<file path="config.mk">
export PLATFORM = sky130hd
export DESIGN_NAME = conv_boot_seq
export DESIGN_NICKNAME = d
export VERILOG_FILES = /design/src/rtl/conv_boot_pkg.sv /design/src/rtl/conv_boot_timer.sv /design/src/rtl/conv_boot_ctrl.sv /design/src/rtl/conv_boot_seq.sv
export SDC_FILE = /design/constraint.sdc
export NUM_CORES = 1
export LEC_CHECK = 0
export BUFFER_PORTS_ARGS = -buffer_cell sky130_fd_sc_hd__clkbuf_2
export CORE_MARGIN = 8
export CORE_UTILIZATION = 60
export CTS_CLUSTER_SIZE = 14
export DETAILED_ROUTE_END_ITERATION = 16
export GPL_ROUTABILITY_DRIVEN = 0
export PLACE_DENSITY_LB_ADDON = 0.12
export SYNTH_ARGS = -nofsm -noshare
export SYNTH_HDL_FRONTEND = slang
export SYNTH_SLANG_ARGS = --single-unit
</file>
<file path="constraint.sdc">
create_clock -name clk -period 7 [get_ports clk]
set_clock_uncertainty 0.15 [all_clocks]
set_input_delay 0.35 -clock clk [delete_from_list [all_inputs] [get_ports clk]]
set_output_delay 0.35 -clock clk [all_outputs]
set_load 0.02 [all_outputs]
</file>
<file path="src/rtl/conv_boot_pkg.sv">
package conv_boot_pkg;

  localparam int NUM_GRP      = 6;
  localparam int SETTLE_AFTER = 2;
  localparam int GRP_W        = $clog2(NUM_GRP);

  localparam longint unsigned PWRON_NS  = 64'd1_000_000;
  localparam longint unsigned RSTHI_NS  = 64'd1_000;
  localparam longint unsigned GAP_NS    = 64'd100;
  localparam longint unsigned SETTLE_NS = 64'd50_000_000;

  typedef enum logic [2:0] {
    DLY_PWRON,
    DLY_RST,
    DLY_GAP,
    DLY_SETTLE,
    DLY_TMO
  } dly_e;

  typedef struct packed {
    logic load;
    dly_e sel;
    logic grpClr;
    logic grpInc;
  } tmrCmd_t;

  // Cycles needed to cover ns nanoseconds at hz, rounded up.
  function automatic longint unsigned cycFor(longint unsigned ns, longint unsigned hz);
    return (ns * hz + 64'd999_999_999) / 64'd1_000_000_000;
  endfunction

endpackage

</file>
<file path="src/rtl/conv_boot_timer.sv">
module conv_boot_timer
  import conv_boot_pkg::*;
#(
  parameter longint unsigned CLK_HZ  = 200_000_000,
  parameter longint unsigned TMO_CYC = 4096
) (
  input  logic             clk,
  input  logic             rstN,
  input  tmrCmd_t          cmd,
  output logic             tZero,
  output logic             grpLast,
  output logic             grpSettle,
  output logic [GRP_W-1:0] grp
);

  localparam longint unsigned PWR_CYC = cycFor(PWRON_NS, CLK_HZ);
  localparam longint unsigned RST_CYC = cycFor(RSTHI_NS, CLK_HZ);
  localparam longint unsigned GAP_CYC = cycFor(GAP_NS, CLK_HZ);
  localparam longint unsigned STL_CYC = cycFor(SETTLE_NS, CLK_HZ);
  localparam longint unsigned MAX_A   = (PWR_CYC > STL_CYC) ? PWR_CYC : STL_CYC;
  localparam longint unsigned MAX_C   = (MAX_A > TMO_CYC) ? MAX_A : TMO_CYC;
  localparam int              CW      = $clog2(MAX_C + 1);

  logic [CW-1:0] cnt;
  logic [CW-1:0] loadVal;

  always_comb begin
    case (cmd.sel)
      DLY_PWRON:  loadVal = CW'(PWR_CYC);
      DLY_RST:    loadVal = CW'(RST_CYC);
      DLY_GAP:    loadVal = CW'(GAP_CYC);
      DLY_SETTLE: loadVal = CW'(STL_CYC);
      default:    loadVal = CW'(TMO_CYC);
    endcase
  end

  always_ff @(posedge clk) begin
    if (!rstN)            cnt <= '0;
    else if (cmd.load)    cnt <= loadVal;
    else if (cnt != '0)   cnt <= cnt - 1'b1;
  end

  always_ff @(posedge clk) begin
    if (!rstN)            grp <= '0;
    else if (cmd.grpClr)  grp <= '0;
    else if (cmd.grpInc)  grp <= grp + 1'b1;
  end

  assign tZero     = (cnt == '0);
  assign grpLast   = (grp == GRP_W'(NUM_GRP - 1));
  assign grpSettle = (grp == GRP_W'(SETTLE_AFTER));

  // the group index never leaves the defined range.
  a_r6_grp_range: assert property (@(posedge clk) disable iff (!rstN)
    grp <= GRP_W'(NUM_GRP - 1));

  // a running delay only counts down by one per cycle when not reloaded.
  a_r7_cnt_monotone: assert property (@(posedge clk) disable iff (!rstN)
    (!cmd.load && cnt != '0) |=> (cnt < $past(cnt)));

endmodule

</file>
<file path="src/rtl/conv_boot_ctrl.sv">
module conv_boot_ctrl
  import conv_boot_pkg::*;
(
  input  logic    clk,
  input  logic    rstN,
  input  logic    suppliesOk,
  input  logic    sysrefOk,
  input  logic    groupDone,
  input  logic    tZero,
  input  logic    grpLast,
  input  logic    grpSettle,
  output tmrCmd_t cmd,
  output logic    convReset,
  output logic    grpStart,
  output logic    seqDone,
  output logic    seqFault
);

  typedef enum logic [3:0] {
    S_IDLE, S_PWRON, S_RSTHI, S_GAP, S_ISSUE, S_WAIT, S_SETTLE, S_DONE, S_FAULT
  } state_e;

  state_e state, nextState;
  logic   faultQ;

  always_comb begin
    nextState  = state;
    cmd.load   = 1'b0;
    cmd.sel    = DLY_TMO;
    cmd.grpClr = 1'b0;
    cmd.grpInc = 1'b0;
    if (!suppliesOk) begin
      nextState = S_IDLE;
    end else begin
      case (state)
        S_IDLE: if (!faultQ) begin
          nextState  = S_PWRON;
          cmd.load   = 1'b1;
          cmd.sel    = DLY_PWRON;
          cmd.grpClr = 1'b1;
        end
        S_PWRON: if (tZero && sysrefOk) begin
          nextState = S_RSTHI;
          cmd.load  = 1'b1;
          cmd.sel   = DLY_RST;
        end
        S_RSTHI: if (tZero) begin
          nextState = S_GAP;
          cmd.load  = 1'b1;
          cmd.sel   = DLY_GAP;
        end
        S_GAP: if (tZero) begin
          nextState = S_ISSUE;
          cmd.load  = 1'b1;
          cmd.sel   = DLY_TMO;
        end
        S_ISSUE: nextState = S_WAIT;
        S_WAIT: begin
          if (groupDone) begin
            if (grpLast) begin
              nextState = S_DONE;
            end else begin
              cmd.grpInc = 1'b1;
              cmd.load   = 1'b1;
              if (grpSettle) begin
                nextState = S_SETTLE;
                cmd.sel   = DLY_SETTLE;
              end else begin
                nextState = S_ISSUE;
                cmd.sel   = DLY_TMO;
              end
            end
          end else if (tZero) begin
            nextState = S_FAULT;
          end
        end
        S_SETTLE: if (tZero) begin
          nextState = S_ISSUE;
          cmd.load  = 1'b1;
          cmd.sel   = DLY_TMO;
        end
        default: nextState = state;
      endcase
    end
  end

  always_ff @(posedge clk) begin
    if (!rstN) begin
      state  <= S_IDLE;
      faultQ <= 1'b0;
    end else begin
      state <= nextState;
      if (state == S_WAIT && nextState == S_FAULT) faultQ <= 1'b1;
    end
  end

  assign convReset = (state == S_RSTHI);
  assign grpStart  = (state == S_ISSUE);
  assign seqDone   = (state == S_DONE);
  assign seqFault  = faultQ;

  // reset only rises after the reference clock was seen running.
  a_r5_sysref_first: assert property (@(posedge clk) disable iff (!rstN)
    $rose(convReset) |-> $past(sysrefOk));

  // each start strobe lasts exactly one cycle.
  a_r6_start_pulse: assert property (@(posedge clk) disable iff (!rstN)
    grpStart |=> !grpStart);

  // reset is never driven once the sequence is complete.
  a_r8_done_quiet: assert property (@(posedge clk) disable iff (!rstN)
    seqDone |-> !convReset);

  // the fault flag is sticky and blocks further activity.
  a_r10_fault_sticky: assert property (@(posedge clk) disable iff (!rstN)
    seqFault |=> seqFault);
  a_r10_fault_quiet: assert property (@(posedge clk) disable iff (!rstN)
    seqFault |-> (!grpStart && !convReset));

  // a supply drop forces all sequencing outputs low on the next cycle.
  a_r11_supply_drop: assert property (@(posedge clk) disable iff (!rstN)
    !suppliesOk |=> (!convReset && !grpStart && !seqDone));

endmodule

</file>
<file path="src/rtl/conv_boot_seq.sv">
module conv_boot_seq
  import conv_boot_pkg::*;
#(
  parameter longint unsigned CLK_HZ  = 200_000_000,
  parameter longint unsigned TMO_CYC = 4096
) (
  input  logic             clk,
  input  logic             rstN,
  input  logic             suppliesOk,
  input  logic             sysrefOk,
  input  logic             groupDone,
  output logic             convReset,
  output logic [GRP_W-1:0] grpIdx,
  output logic             grpStart,
  output logic             seqDone,
  output logic             seqFault
);

  tmrCmd_t cmd;
  logic    tZero;
  logic    grpLast;
  logic    grpSettle;

  conv_boot_ctrl u_ctrl (
    .clk        (clk),
    .rstN       (rstN),
    .suppliesOk (suppliesOk),
    .sysrefOk   (sysrefOk),
    .groupDone  (groupDone),
    .tZero      (tZero),
    .grpLast    (grpLast),
    .grpSettle  (grpSettle),
    .cmd        (cmd),
    .convReset  (convReset),
    .grpStart   (grpStart),
    .seqDone    (seqDone),
    .seqFault   (seqFault)
  );

  conv_boot_timer #(
    .CLK_HZ  (CLK_HZ),
    .TMO_CYC (TMO_CYC)
  ) u_timer (
    .clk       (clk),
    .rstN      (rstN),
    .cmd       (cmd),
    .tZero     (tZero),
    .grpLast   (grpLast),
    .grpSettle (grpSettle),
    .grp       (grpIdx)
  );

endmodule

</file>
==> results of run 1 <==
[sequential cells by signal, summed over array words and instances, names as in the netlist]
name,flops
u_timer.cnt,24
u_timer.grp,3
u_ctrl.seqFault,1
u_ctrl.state,4
[power by group]
group	internal, mW	switching [mW]	total (mW)
Combinational	0.0882	0.124	0.212
Sequential	0.208	0.0265	0.234
Clock	0.0369	0.0627	0.0996
Total	0.333	0.213	0.546
[kinds of logic after synthesis]
family | synth area share (%)
simple gates | 30.7
compound gates | 17.9
flops | 33.8
xor+xnor | 10.2
buf+inv | 3.50
fa+ha+maj | 3.30
mux | 0.529
[through the flow]
stage | util, % | power (mW) | worst slack (ns) | hold WS, ns
4_1_cts | 67.0 | 0.546 | 4.32 | 0.145
2_1_floorplan | - | 0.403 | 4.69 | 0.321
5_1_grt | 67.0 | 0.587 | 4.13 | 0.158
3_5_place_dp | 65.5 | 0.445 | 4.34 | 0.346
3_3_place_gp | 65.5 | 0.441 | 4.40 | 0.338
6_report | 67.0 | 0.546 | 4.30 | 0.168
[cell type report]
class                      instances  area [um2]
sequential                        32         641
clock buffer                       6        41.3
clock inverter                     1        5.00
fill                             288        1000
multi-input combinational        193        1190
tap                               44        55.1
timing repair buffer              13        70.1
inverter                           8        30.0
[worst reg2reg max path, stage by stage, from the launching register on]
cell      delay, ns
dfxtp_1        0.55
nand2b_1       0.21
a311oi_1       0.70
o31ai_1        0.18
a221o_1        0.35
a2111o_1       0.37
a21oi_2        0.13
[path summary, 6_finish.rpt]
kind | depth (start not counted) | startpoint | to | slack, ns
max | 6 | u_ctrl.state[0] | u_timer.cnt[6] | 4.30
min | 2 | rstN | u_ctrl.seqFault | 0.17
min reg2reg | 2 | u_timer.cnt[22] | u_timer.cnt[22] | 0.38
max reg2reg | 6 | u_ctrl.state[0] | u_timer.cnt[6] | 4.30
[layout by cell type (no fill, tap or decap), types with 2 or more instances in the layout]
cell / netlist / final
nor2_1: 27 / 27
a211oi_1: 4 / 4
o31ai_1: 3 / 3
nand4_1: 3 / 3
o21ai_0: 4 / 4
nor4_1: 5 / 5
dfxtp_1: 32 / 32
clkbuf_2: 0 / 11
xor2_1: 14 / 14
nand2_1: 31 / 31
nand4b_1: 4 / 4
or3_1: 4 / 4
xnor2_1: 8 / 8
nand2b_1: 4 / 4
a21o_1: 2 / 2
nor3_1: 13 / 13
a21oi_1: 20 / 20
nor2b_1: 6 / 6
nand3b_1: 2 / 2
nand3_1: 4 / 4
ha_1: 5 / 5
buf_4: 1 / 2
and2_1: 3 / 3
inv_1: 8 / 8
a31oi_1: 3 / 3
clkbuf_4: 0 / 5
[layer usage]
metal  part of all wire, %  GRT usage, %
met2                    45          27.8
met1                    49          24.1
met4                   1.7          7.26
met3                   4.8          4.41
met5                     0             0
==> results.json, run 1 <==
{
  "synth.distinct_cells": 50,
  "critPathMaxStageDelay_ns": 0.70,
  "drive_gt1_share_pct": 9.88,
  "critPathTopFamily": "compound AO/OA/AOI/OAI gates",
  "viasPerCell": 5.90,
  "ir_drop_uv": 172,
  "leakage_nw": 0.802,
  "holdCritPathClass": "input pin to flip-flop",
  "core_um2": 3030,
  "arrival_ns": 2.83,
  "grt_remaining_overflow": 0,
  "final_area_um2": 2030,
  "outcome": "finished, final reports clean",
  "synth_enable_flop_cells": 0,
  "firstDrtPassIters": 4,
  "fin_crit_ns": 2.70,
  "die_w_um": 72.2,
  "ys_top_cells_by_area": "dfxtp_1 (34%), xor2_1 (6.5%), nand2_1 (6.1%)",
  "die-area_um2": 5210,
  "dp_hpwl_um": 3110,
  "cts_hold_buf": 0,
  "core.rowCount": 20,
  "syn_nets": 251,
  "ant_nets": 0,
  "wl_um": 4430,
  "placed_cells": 290,
  "yosys.area.top_type": "dfxtp_1",
  "start_util_pct": 62.5,
  "cp_slowest_cell": "a311oi_1",
  "nNetsFinal": 263,
  "yosysWarnings": 0,
  "grt.total_usage_pct": 18.3,
  "synth_area_per_cell_um2": 7.86,
  "antenna_found_initial": 0,
  "syn_inst": 241,
  "io_pins": 12,
  "vias": 1752,
  "hold_viol": 0,
  "cts_setup_buffers": 0,
  "cellPowerDensity_nw_per_um2": 269,
  "yosys.area.top_type_share_pct": 33.8,
  "max_slew.worst_pin.slew_ns": 0.747,
  "drt_first_iter_violations": 257,
  "ys_seq_area_share_pct": 33.8,
  "max_cap_violations": 0,
  "post-synth-top-count-cell": "dfxtp_1",
  "routedWlPerCell_um": 14.9,
  "grt_pass1_wl_um": 7610,
  "crit_path_max_fanout": 11,
  "clk_latency_ns": 0.34,
  "setup_viol": 0,
  "numCtsBuffers": 5,
  "maxSlewHeadroom_pct": 49.9,
  "synth_top_flop_cell": "dfxtp_1",
  "final_cells": 297,
  "cts_tree": "done",
  "synth_area_um2": 1890,
  "required_ns": 7.13,
  "rsz0062_at_grt": "no",
  "max_freq_mhz": 371,
  "min_period_over_period_pct": 38.5,
  "cts-root-buf": "clkbuf_4",
  "die_h_um": 72.2,
  "grt_pass1_vias": 1611,
  "cts.sinks": 32,
  "cts.clk_slew.worst_paths_ns": 0.10,
  "grt_max_degree": 17,
  "place_area_um2": 1980,
  "synthTopCellsByCount": "dfxtp_1 (32), nand2_1 (31), nor2_1 (27)",
  "cts_resized": 0,
  "yosys_register_bits": 32,
  "critPathLaunchType": "flip-flop",
  "async_flop_share_pct": 0,
  "insertedDiodeCount": 0,
  "cts_max_level": 2,
  "slew_violations": 0,
  "cp_cell_sequence": "nand2b_1 -> a311oi_1 -> o31ai_1 -> a221o_1 -> a2111o_1 -> a21oi_2",
  "critical_path_buf_inv_count": 0,
  "drcViolationCount": 0,
  "final.setup.tns_ns": 0,
  "cts_buffer_depth": 2,
  "critPathKind": "flip-flop to flip-flop",
  "io_buffers": 11,
  "end_kind": "flip-flop",
  "syn_to_final_growth_pct": 7.14
}
Note: power is estimated with default switching activity, not from simulation.
==> inputs of run 2 (changes only) <==
--- a/config.mk
+++ b/config.mk
@@ -5,9 +5,10 @@
 export SDC_FILE = /design/constraint.sdc
 export NUM_CORES = 1
 export LEC_CHECK = 0
+export ABC_AREA = 1
 export BUFFER_PORTS_ARGS = -buffer_cell sky130_fd_sc_hd__clkbuf_2
 export CORE_MARGIN = 8
-export CORE_UTILIZATION = 60
+export CORE_UTILIZATION = 55
 export CTS_CLUSTER_SIZE = 14
 export DETAILED_ROUTE_END_ITERATION = 16
 export GPL_ROUTABILITY_DRIVEN = 0
==> constraint.sdc (replaced) <==
create_clock -name clk -period 2.3 [get_ports clk]
set_clock_uncertainty 0.15 [all_clocks]
set_input_delay 0.115 -clock clk [delete_from_list [all_inputs] [get_ports clk]]
set_output_delay 0.115 -clock clk [all_outputs]
set_load 0.02 [all_outputs]
==> results.json, run 2 <==
{
  "outcome": "finished, final reports clean",
  "ys_top_cells_by_area": "dfxtp_1 (29%), nand2_1 (15%), nor2_1 (13%)",
  "cpMostUsedCell": "nand2_1",
  "final_util_pct": 63.1,
  "place_ws_ns": 0.195,
  "io_buffers": 11,
  "vias": 2195,
  "insertedDiodeCount": 0,
  "ant_nets": 0,
  "dp_hpwl_um": 4330,
  "hold_viol": 0,
  "synth.distinct_cells": 29,
  "slew_violations": 0,
  "cts_max_level": 2,
  "synth_enable_flop_cells": 0,
  "fin_ws_ns": 0.180,
  "layout_common_cells": "nand2_1 (88), nor2_1 (77), inv_1 (40), dfxtp_1 (32), nand3_1 (23)",
  "antenna_found_initial": 0,
  "synth_area_um2": 2180,
  "critPathMaxStageDelay_ns": 0.29,
  "max_slew.worst_pin.slew_ns": 0.338,
  "power_mw": 2.07,
  "io_pins": 12,
  "syn_to_final_growth_pct": 13.1,
  "cts.sinks": 32,
  "cp_cell_sequence": "inv_1 -> ha_1 -> inv_1 -> nor2_1 -> nand2_1 -> nor2_4 -> nand2_2 -> nor2_4 -> buf_4 -> a21oi_1 -> nor2_1 -> nand2_1 -> nand2_1 -> a21oi_1",
  "drt_first_iter_violations": 149,
  "min_period_over_period_pct": 92.2,
  "yosys.area.top_type_share_pct": 29.3,
  "dr.max_layer_used": "met4",
  "fill_cells": 400,
  "final_cells": 424,
  "grt_remaining_overflow": 0,
  "synthTopCellsByCount": "nand2_1 (88), nor2_1 (77), inv_1 (40)",
  "core_um2": 3910,
  "setup_viol": 0,
  "required_ns": 2.33,
  "wl_met1_um": 2390,
  "post-synth-top-count-cell": "nand2_1",
  "leakage_nw": 1.23,
  "max_freq_mhz": 472,
  "arrival_ns": 2.15,
  "drive_gt1_share_pct": 11.8,
  "met3WireLength_um": 157,
  "cts-root-buf": "clkbuf_8",
  "synth_top_flop_cell": "dfxtp_1",
  "numCtsBuffers": 5,
  "cts_tree": "done",
  "die_h_um": 79.0,
  "synth_area_per_cell_um2": 6.22,
  "cts_setup_buffers": 0,
  "cellPowerDensity_nw_per_um2": 838,
  "maxSlewHeadroom_pct": 77.2,
  "wl_um": 5430,
  "viasPerCell": 5.18,
  "grt_max_degree": 20,
  "grt_pass1_vias": 2053,
  "ys_seq_area_share_pct": 29.3,
  "ff2ff_setup_slack_ns": 0.18,
  "rsz0062_at_grt": "no",
  "wl_met2_um": 2670,
  "syn_nets": 361,
  "place_area_um2": 2320,
  "max_cap_violations": 0,
  "top_regs": "u_timer.cnt (24), u_ctrl.state (4), u_timer.grp (3)",
  "core.rowCount": 23,
  "cts_buffer_depth": 2,
  "hold_slack_ns": 0.0620,
  "syn_inst": 351,
  "drcViolationCount": 0,
  "yosys_register_bits": 32,
  "crit_path_max_fanout": 13,
  "die-area_um2": 6240,
  "critPathKind": "flip-flop to flip-flop",
  "yosys.area.top_type": "dfxtp_1",
  "yosysWarnings": 0,
  "holdCritPathClass": "input pin to flip-flop",
  "start_util_pct": 55.8,
  "nNetsFinal": 383,
  "grt.total_usage_pct": 17.8,
  "firstDrtPassIters": 4,
  "die_w_um": 79.0,
  "final.setup.tns_ns": 0,
  "critPathLaunchType": "flip-flop",
  "regMostFlops": "u_timer.cnt",
  "end_kind": "flip-flop",
  "ir_drop_uv": 338,
  "grt_pass1_wl_um": 9010,
  "cts.clk_slew.worst_paths_ns": 0.07,
  "cp_slowest_cell": "dfxtp_1",
  "largest_reg_flops": 24,
  "final_area_um2": 2470,
  "placed_cells": 415,
  "fin_crit_ns": 2.12,
  "async_flop_share_pct": 0,
  "final_common_cell": "nand2_1",
  "clk_latency_ns": 0.29,
  "routedWlPerCell_um": 12.8
}
-- run 2: cell types whose count changed in the layout (fill, tap and decap cells not counted), sizes merged, moves of 6 or more --
| cell | previous run | this run |
|---|---|---|
| nand3 | 4 | 25 |
| nor2b | 6 | 0 |
| nand2 | 32 | 93 |
| a21oi | 21 | 15 |
| inv | 8 | 40 |
| o21ai | 5 | 13 |
| buf | 2 | 8 |
| nor3 | 14 | 3 |
| nor2 | 27 | 84 |
-- run 2: what timing repair did --
item | CTS | global route
hold buffers | 1 | 0
hold endpoints to repair | 1 | 0
gates resized for setup | 0 | 1
setup endpoints to repair | 0 | 1
-- run 2: area by class of cell --
type / count / area (um2) / area share (%)
Sequential cell: 32 / 641 / 25.9
Tap cell: 50 / 62.6 / 2.53
Clock buffer: 7 / 96.3 / 3.90
Timing Repair Buffer: 20 / 125 / 5.07
Clock inverter: 1 / 30.0 / 1.22
Multi-Input combinational cell: 273 / 1360 / 55.1
Inverter: 41 / 154 / 6.23
-- run 2: per-layer routing --
metal  global-route usage (%)  up-vias
li1                         -     1152
met5                        0        -
met4                     8.33        0
met2                     32.5       46
met3                     3.95       21
met1                     18.9      976
-- run 2: logic make-up after synthesis --
family                   Yosys count  share of synthesized area [%]
adder cells (fa/ha/maj)            5                           2.87
XOR/XNOR                          19                           7.62
flip-flops                        32                           29.3
AO/OA/AOI/OAI                     32                           8.14
buffers and inverters             46                           8.71
AND/OR/NAND/NOR                  217                           43.3
-- run 2: final timing paths --
kind / startpoint / endpoint / depth (start not counted)
hold reg to reg: u_timer.cnt[1] / u_timer.cnt[1] / 2
setup reg to reg: u_timer.cnt[0] / u_timer.cnt[12] / 14
hold / removal: suppliesOk / u_ctrl.state[1] / 3
setup / recovery: u_timer.cnt[0] / u_timer.cnt[12] / 14
-- run 2: critical path, delay by kind of cell, from the launching register on --
family / cells / cell delay, ns
adders and majority gates: 1 / 0.19
and+or+nand+nor: 8 / 0.82
DFF: 1 / 0.29
buffers and inverters: 3 / 0.39
AOI/OAI and AO/OA: 2 / 0.18
-- run 2: report_power, final --
group	leakage [nW]	switching, mW	total, mW	internal, mW
combinational	0.900	0.489	0.788	0.299
sequential	0.261	0.0687	0.687	0.618
clock	0.0645	0.212	0.594	0.382
==> inputs of run 3 (changes only) <==
--- a/config.mk
+++ b/config.mk
@@ -13,6 +13,8 @@
 export DETAILED_ROUTE_END_ITERATION = 16
 export GPL_ROUTABILITY_DRIVEN = 0
 export PLACE_DENSITY_LB_ADDON = 0.12
+export RECOVER_POWER = 100
+export SKIP_LAST_GASP = 1
 export SYNTH_ARGS = -nofsm -noshare
 export SYNTH_HDL_FRONTEND = slang
 export SYNTH_SLANG_ARGS = --single-unit
==> constraint.sdc (replaced) <==
create_clock -name clk -period 2.3 [get_ports clk]
set_clock_uncertainty 0.15 [all_clocks]
set_input_delay 0 -clock clk [delete_from_list [all_inputs] [get_ports clk]]
set_output_delay 0 -clock clk [all_outputs]
set_load 0.02 [all_outputs]
==> results.json, run 3 (same netlist as run 2, synthesis figures left out) <==
{
  "rsz0062_at_grt": "no",
  "leakage_nw": 1.21,
  "core.rowCount": 23,
  "nNetsFinal": 384,
  "routedWlPerCell_um": 12.8,
  "cts.clk_slew.worst_paths_ns": 0.07,
  "min_period_over_period_pct": 92.5,
  "startpoint": "u_timer.cnt[0]",
  "viasPerCell": 5.20,
  "wl_um": 5450,
  "drive_gt1_share_pct": 9.87,
  "rr_startpoint": "u_timer.cnt[0]",
  "max_cap_violations": 0,
  "cts-root-buf": "clkbuf_8",
  "max_freq_mhz": 470,
  "fill_cells": 405,
  "outcome": "finished, final reports clean",
  "grt_max_degree": 20,
  "critPathKind": "flip-flop to flip-flop",
  "final.setup.tns_ns": 0,
  "hold_viol": 0,
  "crit_path_max_fanout": 13,
  "final_common_cell": "nand2_1",
  "dp_hpwl_um": 4330,
  "insertedDiodeCount": 0,
  "ff_latch_area_um2": 641,
  "top_regs": "u_timer.cnt (24), u_ctrl.state (4), u_timer.grp (3)",
  "io_pins": 12,
  "ir_drop_uv": 339,
  "start_util_pct": 55.8,
  "slew_violations": 0,
  "hp-start": "groupDone",
  "holdCritPathClass": "input pin to flip-flop",
  "end_kind": "flip-flop",
  "cts_tree": "done",
  "critPathLaunchType": "flip-flop",
  "core_um2": 3910,
  "multi_input_area_um2": 1360,
  "final_area_um2": 2470,
  "place_area_um2": 2320,
  "fin_crit_ns": 2.13,
  "antenna_found_initial": 0,
  "die-area_um2": 6240,
  "die_w_um": 79.0,
  "drcViolationCount": 0,
  "critical_path_buf_inv_count": 3,
  "grt_pass1_wl_um": 9030,
  "maxSlewHeadroom_pct": 77.2,
  "cpMostUsedCell": "nand2_1",
  "layout_common_cells": "nand2_1 (88), nor2_1 (77), inv_1 (40), dfxtp_1 (32), nand3_1 (23)",
  "drt_first_iter_violations": 132,
  "cp_slowest_cell": "dfxtp_1",
  "required_ns": 2.33,
  "regMostFlops": "u_timer.cnt",
  "clk_latency_ns": 0.29,
  "critPathMaxStageDelay_ns": 0.30,
  "critPathTopFamily": "simple AND/OR/NAND/NOR gates",
  "io_buffers": 11,
  "ant_nets": 0,
  "grt_pass1_vias": 2062,
  "cp_cell_sequence": "inv_1 -> ha_1 -> inv_1 -> nor2_1 -> nand2_1 -> nor2_4 -> nand2_2 -> nor2_4 -> buf_4 -> a21oi_1 -> nor2_1 -> nand2_1 -> nand2_1 -> a21oi_1",
  "grt.total_usage_pct": 17.8,
  "cts_max_level": 2,
  "grt_remaining_overflow": 0,
  "largest_reg_flops": 24,
  "die_h_um": 79.0,
  "cts_buffer_depth": 2,
  "vias": 2209,
  "cellPowerDensity_nw_per_um2": 840,
  "syn_to_final_growth_pct": 13.1,
  "numCtsBuffers": 5,
  "firstDrtPassIters": 4,
  "setup_viol": 0,
  "arrival_ns": 2.16,
  "cts.sinks": 32,
  "max_slew.worst_pin.slew_ns": 0.338
}
[run 3: cell count changes in the layout (fill, tap and decap cells not counted)]
cell | before | now
buf_4 | 8 | 7
clkbuf_1 | 0 | 7
clkbuf_2 | 11 | 5
dlygate4sd3_1 | 1 | 2
[run 3: per-stage QoR]
step                hold WS, ns  utilization [%]  setup WS [ns]  power, mW  instances
global route             0.0438             63.1         0.0225       2.22        425
detailed placement        0.188             59.4          0.195       1.47        415
CTS                      0.0212             63.1          0.166       2.07        425
finish                   0.0141             63.1          0.174       2.07        425
floorplan              -0.00106                -          0.354       1.29        351
global placement          0.183             59.4          0.269       1.47        415
[run 3: worst paths after layout]
check                     to  slack (ns)  depth (start not counted)
max          u_timer.cnt[12]        0.17                         14
min reg2reg   u_timer.cnt[1]        0.32                          2
min          u_ctrl.state[1]        0.01                          5
max reg2reg  u_timer.cnt[12]        0.17                         14
[run 3: layout make-up]
| cell class | count | share of cell area [%] |
|---|---|---|
| well taps | 50 | 2.53 |
| multi-input cells | 273 | 55.1 |
| clock inverters | 1 | 1.22 |
| repair buffers | 21 | 5.02 |
| inverters | 41 | 6.23 |
| clock buffers | 7 | 3.90 |
| flip-flops and latches | 32 | 26.0 |
[run 3: worst reg2reg max path: stages, from the launching register on]
cell	delay [ns]
dfxtp_1	0.30
inv_1	0.13
ha_1	0.19
inv_1	0.04
nor2_1	0.09
nand2_1	0.09
nor2_4	0.12
nand2_2	0.07
nor2_4	0.09
buf_4	0.22
a21oi_1	0.12
nor2_1	0.22
nand2_1	0.08
nand2_1	0.07
a21oi_1	0.06
[run 3: per-layer routing]
| metal | track usage [%] | part of all wire [%] | up-vias |
|---|---|---|---|
| li1 | - | - | 1155 |
| met1 | 18.9 | 44 | 979 |
| met2 | 32.5 | 50 | 54 |
| met3 | 3.95 | 2.9 | 21 |
| met4 | 8.33 | 3.8 | 0 |
| met5 | 0 | 0 | - |
[run 3: repair_timing]
item / CTS / global route
setup endpoints to repair: 0 / 1
endpoints found under the hold margin: 10 / 0
hold buffers: 2 / 0
resized for setup: 0 / 1
buffers inserted: 0 / 0
[run 3: power breakdown]
part           internal (mW)  switching [mW]  total [mW]
Clock                  0.382           0.213       0.595
Sequential             0.618          0.0690       0.687
Combinational          0.300           0.492       0.792
Total                   1.30           0.774        2.07
